**config.mk**
```make
export PLATFORM = sky130hd
export DESIGN_NAME = page_prog_engine
export DESIGN_NICKNAME = d
export VERILOG_FILES = /design/src/rtl/ppe_pkg.sv /design/src/rtl/ppe_page_buf.sv /design/src/rtl/ppe_cycle_timer.sv /design/src/rtl/page_prog_engine.sv
export SDC_FILE = /design/constraint.sdc
export NUM_CORES = 1
export LEC_CHECK = 0
export ABC_CLOCK_PERIOD_IN_PS = 2900
export BUFFER_PORTS_ARGS = -buffer_cell sky130_fd_sc_hd__buf_2
export CORE_ASPECT_RATIO = 1.1
export CORE_MARGIN = 2
export CORE_UTILIZATION = 30
export DETAILED_ROUTE_END_ITERATION = 6
export SLEW_MARGIN = 10
export SYNTH_ARGS = -nofsm -noshare
export SYNTH_HDL_FRONTEND = slang
export SYNTH_SLANG_ARGS = --single-unit
```
**constraint.sdc**
```tcl
create_clock -name clk -period 2.9 [get_ports clk]
set_input_delay 0.145 -clock clk [delete_from_list [all_inputs] [get_ports clk]]
set_output_delay 0.145 -clock clk [all_outputs]
set_load 0.1 [all_outputs]
```
**src/rtl/ppe_pkg.sv**
```systemverilog
package ppe_pkg;
    typedef enum logic {
        PH_IDLE = 1'b0,
        PH_PROG = 1'b1
    } ppe_phase_e;
endpackage

```
**src/rtl/ppe_page_buf.sv**
```systemverilog
module ppe_page_buf #(
    parameter int IDX_W  = 4,
    parameter int DATA_W = 8
) (
    input  logic              clk,
    input  logic              rst_n,
    input  logic              clr,
    input  logic              wr_en,
    input  logic [IDX_W-1:0]  wr_idx,
    input  logic [DATA_W-1:0] wr_dat,
    input  logic [IDX_W-1:0]  rd_idx,
    output logic [DATA_W-1:0] rd_dat,
    output logic              rd_vld,
    output logic              any_vld
);
    localparam int DEPTH = 1 << IDX_W;

    logic [DATA_W-1:0] mem_q [DEPTH];
    logic [DATA_W-1:0] mem_d [DEPTH];
    logic [DEPTH-1:0]  vld_q, vld_d;

    always_comb begin
        mem_d = mem_q;
        vld_d = vld_q;
        if (clr) begin
            vld_d = '0;
        end else if (wr_en) begin
            mem_d[wr_idx] = wr_dat;
            vld_d[wr_idx] = 1'b1;
        end
    end

    always_ff @(posedge clk or negedge rst_n) begin
        if (!rst_n) vld_q <= '0;
        else        vld_q <= vld_d;
    end

    for (genvar g = 0; g < DEPTH; g++) begin : g_entry
        always_ff @(posedge clk) begin
            mem_q[g] <= mem_d[g];
        end
    end

    assign rd_dat  = mem_q[rd_idx];
    assign rd_vld  = vld_q[rd_idx];
    assign any_vld = |vld_q;
endmodule

```
**src/rtl/ppe_cycle_timer.sv**
```systemverilog
module ppe_cycle_timer #(
    parameter int CYCLE_CNT = 48
) (
    input  logic clk,
    input  logic rst_n,
    input  logic start,
    output logic done
);
    localparam int CW = $clog2(CYCLE_CNT + 1);

    typedef struct packed {
        logic          run;
        logic [CW-1:0] cnt;
    } tmr_state_t;

    tmr_state_t s_q, s_d;

    assign done = s_q.run && (s_q.cnt == CW'(CYCLE_CNT - 1));

    always_comb begin
        s_d = s_q;
        if (start) begin
            s_d.run = 1'b1;
            s_d.cnt = '0;
        end else if (done) begin
            s_d.run = 1'b0;
            s_d.cnt = '0;
        end else if (s_q.run) begin
            s_d.cnt = s_q.cnt + 1'b1;
        end
    end

    always_ff @(posedge clk or negedge rst_n) begin
        if (!rst_n) s_q <= '0;
        else        s_q <= s_d;
    end
endmodule

```
**src/rtl/page_prog_engine.sv**
```systemverilog
module page_prog_engine #(
    parameter int ADDR_W    = 9,
    parameter int IDX_W     = 4,
    parameter int CYCLE_CNT = 48
) (
    input  logic              clk,
    input  logic              rst_n,
    input  logic              wr_start,
    input  logic [ADDR_W-1:0] start_addr,
    input  logic              byte_vld,
    input  logic [7:0]        byte_dat,
    input  logic              byte_aligned,
    input  logic              cs_rise,
    input  logic              allow,
    output logic              arr_we,
    output logic [ADDR_W-1:0] arr_addr,
    output logic [7:0]        arr_wdata,
    output logic              busy,
    output logic              wel_clr
);
    import ppe_pkg::*;

    localparam int PAGE_W = ADDR_W - IDX_W;
    localparam int DEPTH  = 1 << IDX_W;

    typedef struct packed {
        ppe_phase_e        phase;
        logic [PAGE_W-1:0] page;
        logic [IDX_W-1:0]  ptr;
        logic [IDX_W:0]    idx;
        logic              busy;
        logic              wel_clr;
    } eng_state_t;

    eng_state_t s_q, s_d;

    logic       idle, launch, buf_clr, buf_we, tmr_done;
    logic       rd_vld, any_vld;
    logic [7:0] rd_dat;

    assign idle    = (s_q.phase == PH_IDLE);
    assign launch  = idle && cs_rise && byte_aligned && allow && any_vld;
    assign buf_we  = idle && byte_vld && !wr_start && !cs_rise;
    assign buf_clr = (idle && (wr_start || (cs_rise && !launch))) || tmr_done;

    ppe_page_buf #(.IDX_W(IDX_W), .DATA_W(8)) u_buf (
        .clk     (clk),
        .rst_n   (rst_n),
        .clr     (buf_clr),
        .wr_en   (buf_we),
        .wr_idx  (s_q.ptr),
        .wr_dat  (byte_dat),
        .rd_idx  (s_q.idx[IDX_W-1:0]),
        .rd_dat  (rd_dat),
        .rd_vld  (rd_vld),
        .any_vld (any_vld)
    );

    ppe_cycle_timer #(.CYCLE_CNT(CYCLE_CNT)) u_tmr (
        .clk   (clk),
        .rst_n (rst_n),
        .start (launch),
        .done  (tmr_done)
    );

    always_comb begin
        s_d         = s_q;
        s_d.wel_clr = 1'b0;
        case (s_q.phase)
            PH_IDLE: begin
                if (wr_start) begin
                    s_d.page = start_addr[ADDR_W-1:IDX_W];
                    s_d.ptr  = start_addr[IDX_W-1:0];
                end else if (buf_we) begin
                    s_d.ptr = s_q.ptr + 1'b1;
                end
                if (launch) begin
                    s_d.phase = PH_PROG;
                    s_d.idx   = '0;
                    s_d.busy  = 1'b1;
                end
            end
            PH_PROG: begin
                if (s_q.idx != (IDX_W+1)'(DEPTH)) s_d.idx = s_q.idx + 1'b1;
                if (tmr_done) begin
                    s_d.phase   = PH_IDLE;
                    s_d.busy    = 1'b0;
                    s_d.wel_clr = 1'b1;
                end
            end
            default: s_d.phase = PH_IDLE;
        endcase
    end

    always_ff @(posedge clk or negedge rst_n) begin
        if (!rst_n) s_q <= '0;
        else        s_q <= s_d;
    end

    assign arr_we    = (s_q.phase == PH_PROG) && !s_q.idx[IDX_W] && rd_vld;
    assign arr_addr  = {s_q.page, s_q.idx[IDX_W-1:0]};
    assign arr_wdata = rd_dat;
    assign busy      = s_q.busy;
    assign wel_clr   = s_q.wel_clr;
endmodule

```
==> flow_metrics.py <==
metrics = {
    "worst_setup_path": {
        "cp-end-kind": "output pin",
        "crit_fanout": 37,
        "cp_top_family": "buffers and inverters",
        "path_buf_inv": 2,
        "slowest_stage": "dfrtp_2",
        "crit_required_ns": 2.76,
        "path_cells": "buf_12, mux4_2, a22oi_1, nand2_1, buf_2",
        "crit_type": "flip-flop to output pin",
        "start_kind": "flip-flop",
        "arrival_ns": 2.54,
        "cpPeakStageDelay_ns": 0.58,
    },
    "placed_design": {
        "dp_hpwl_mm": 9.78,
        "dpl_cell_area_mm2": 0.00774,
        "post-place-ws_ns": 0.617,
        "gp_congestion": 0.811,
        "port_buffers": 43,
    },
    "cts": {
        "numCtsBuffers": 17,
        "clk-insertion-delay-late_ns": 0.43,
        "clk_pin_slew_ns": 0.06,
        "clockBufferDepth": 2,
        "clock_sinks": 168,
        "htree_levels": 4,
        "cts_root_buf": "clkbuf_16",
        "post_cts_buffers": 0,
        "cts_tree": "done",
    },
    "sta": {
        "setup_ws_ns": 0.215,
        "report.final.slew_viol_count": 0,
        "worst_pin_slew_ns": 0.914,
        "fmax_ghz": 0.372,
        "hold_viol": 0,
        "whs_ns": 0.0234,
        "timing.slew.headroom_pct": 39.1,
        "fin_crit_ns": 2.69,
        "period_share_pct": 92.6,
        "rsz0062_at_grt": "no",
        "setup_viol": 0,
        "fin_setup_tns_ns": 0,
        "skew_ns": 0.00918,
    },
    "detailed_routing": {
        "drc": 0,
        "wl_per_cell_um": 18.8,
        "drtIter0Drc": 336,
        "final_antenna_net_count": 0,
        "via_count": 4142,
        "dr.pass1.iters": 5,
        "via_per_inst": 5.00,
        "wl_mm": 15.5,
    },
    "floorplan": {
        "die_w_um": 150,
        "die_y_um": 165,
        "initial_utilization_pct": 30.8,
        "core_area_mm2": 0.0230,
        "ios": 44,
        "die_area_mm2": 0.0248,
        "rows": 58,
    },
    "outcome": {
        "status": "completed",
    },
    "global_route": {
        "grt_pass1_vias": 4298,
        "grt-ovfl-total": 0,
        "grt_max_degree": 41,
        "grt_use_total_pct": 13.4,
        "grt_pass1_wl_mm": 24.1,
        "antenna_found_initial": 0,
    },
    "power": {
        "seqPwrFrac_pct": 35.4,
        "clockPowerShare_pct": 26.9,
        "switching_share_pct": 40.7,
        "p_comb_share_pct": 37.7,
        "power.total_mw": 8.54,
        "p_int_mw": 5.07,
        "peakVddDrop_mv": 0.647,
        "leakagePower_nw": 3.00,
        "p_sw_mw": 3.48,
        "power.density_mw_per_mm2": 1010,
    },
    "cells_and_area": {
        "seq_area_mm2": 0.00485,
        "fill_cells": 2149,
        "drive_gt1_share_pct": 26.5,
        "multi_input_area_mm2": 0.00203,
        "stdcell_area_mm2": 0.00843,
        "final_nets": 547,
        "n_antenna_cell": 0,
        "area_delta_synth_final_pct": 19.1,
    },
    "logic_synthesis": {
        "ys_ff_latch": 168,
        "ys_warn_count": 0,
        "synthesis.area_mm2": 0.00708,
        "avgSynthCellArea_um2": 15.7,
        "syn_inst": 452,
        "synth_nets": 483,
        "synth_cell_types": 41,
        "ys_seq_area_share_pct": 68.5,
    },
    "hold_path": {
        "min_path_type": "primary input to flip-flop",
    },
    "flow_run": {
        "cap_violations": 0,
    },
}
==> power by group through the flow <==
stage | registers (mW) | clock network [mW] | logic, mW
after detailed placement | 3.07 | 0 | 3.25
after CTS | 3.02 | 2.34 | 3.27
final | 3.02 | 2.30 | 3.22
after global routing | 3.06 | 2.43 | 3.45
after floorplan | 2.95 | 0 | 2.69
after global placement | 3.05 | 0 | 3.21
==> state kept, by name (all words and copies together), names as in the netlist <==
| signal | flops |
|---|---|
| busy | 1 |
| wel_clr | 1 |
| u_buf.vld_q | 16 |
| arr_addr | 9 |
| u_tmr.s_q | 7 |
| s_q | 6 |
| u_buf.mem_q | 128 |
==> path summary, 6_finish.rpt <==
path / startpoint / end / slack, ns / depth (start not counted)
max in group asynchronous: rst_n / arr_addr[0] / 1.88 / 2
setup reg to reg: u_tmr.s_q[0] / u_buf.mem_q[81] / 0.67 / 7
min in group asynchronous: rst_n / u_tmr.s_q[2] / 0.40 / 2
hold reg to reg: busy / busy / 0.50 / 1
hold / removal: start_addr[0] / s_q[7] / 0.02 / 3
setup / recovery: arr_addr[0] / arr_wdata[5] / 0.21 / 5
==> kinds of logic after synthesis <==
kind of cell | synth area share [%]
buf+inv | 3.15
compound gates | 5.64
xor+xnor | 0.248
simple gates | 8.10
flops | 68.5
mux | 13.2
fa+ha+maj | 1.24
==> metrics by stage <==
step	instances	util, %
final	829	36.6
after global routing	829	36.6
after CTS	829	36.6
after detailed placement	788	33.7
after global placement	788	33.7
after floorplan	452	-
==> placed cells by master, fill, tap and decap left out, types with 4 or more instances in the layout <==
cell / count
dlygate4sd3_1: 9
a21oi_1: 14
o2111ai_1: 5
buf_2: 41
buf_4: 24
ha_1: 7
nor4_2: 4
mux2_2: 6
nand3_1: 10
edfxtp_1: 128
nor4_1: 4
nand2b_1: 7
nand4_1: 5
nand2_1: 33
dfrtp_1: 39
nor2b_1: 4
nor2_1: 25
mux4_2: 29
and2_1: 5
inv_1: 11
mux2i_1: 21
nor3_1: 14
clkbuf_16: 17
a22oi_1: 12
a31oi_1: 5
o21ai_0: 8
==> per-layer routing <==
layer	global-route usage (%)	vias to the layer above	share of wire, %
li1	-	1874	-
met4	5.53	0	2.4
met5	0	-	0
met2	23.0	97	51
met3	3.27	24	3.9
met1	16.2	2147	43
==> synthesized netlist by cell type (all sizes together) <==
cell type | n | share of area [%]
or3 | 3 | 0.27
inv | 11 | 0.58
a41oi | 1 | 0.12
nand4 | 5 | 0.44
nor3b | 2 | 0.28
nor2b | 4 | 0.35
nand2b | 7 | 0.62
o22ai | 2 | 0.18
nand3 | 10 | 0.71
xor2 | 2 | 0.25
and2 | 5 | 0.44
mux4 | 29 | 9.2
o21ai | 8 | 0.57
buf | 20 | 1.9
nor2 | 25 | 1.3
a222oi | 1 | 0.14
o2111ai | 5 | 0.62
mux2i | 21 | 3.0
a21oi | 14 | 0.99
nor3 | 14 | 0.99
o21bai | 1 | 0.11
nor4 | 8 | 0.71
nor4b | 1 | 0.21
ha | 7 | 1.2
nand2 | 33 | 1.8
a22oi | 12 | 1.3
edfxtp | 128 | 54
a31oi | 5 | 0.44
o221ai | 1 | 0.21
o31ai | 1 | 0.11
mux2 | 6 | 0.95
o21a | 3 | 0.32
a311oi | 2 | 0.25
dfrtp | 40 | 14
clkbuf | 12 | 0.64
a21boi | 1 | 0.11
a21o | 2 | 0.21
==> timing repair <==
item                                    CTS  global route
endpoints found under the setup margin    0             0
hold endpoints to repair                 47             0
hold buffers                              9             0
gates resized for setup                   0             0
==> layout make-up <==
cell class / count / area share (%)
Sequential cell: 168 / 57.5
Multi-Input combinational cell: 241 / 24.1
Timing Repair Buffer: 77 / 6.35
Clock buffer: 18 / 5.09
Tap cell: 300 / 4.45
Clock inverter: 14 / 2.00
Inverter: 11 / 0.490
==> worst register-to-register path, cell delays in order (launching register included) <==
cell and delay, ns:
dfrtp_1 0.42, ha_1 0.22, nand2_1 0.07, or3_1 0.39, o221ai_2 0.19, buf_4 0.34
nor3_1 0.12, buf_4 0.22
Power figures use the tool's default switching activity.
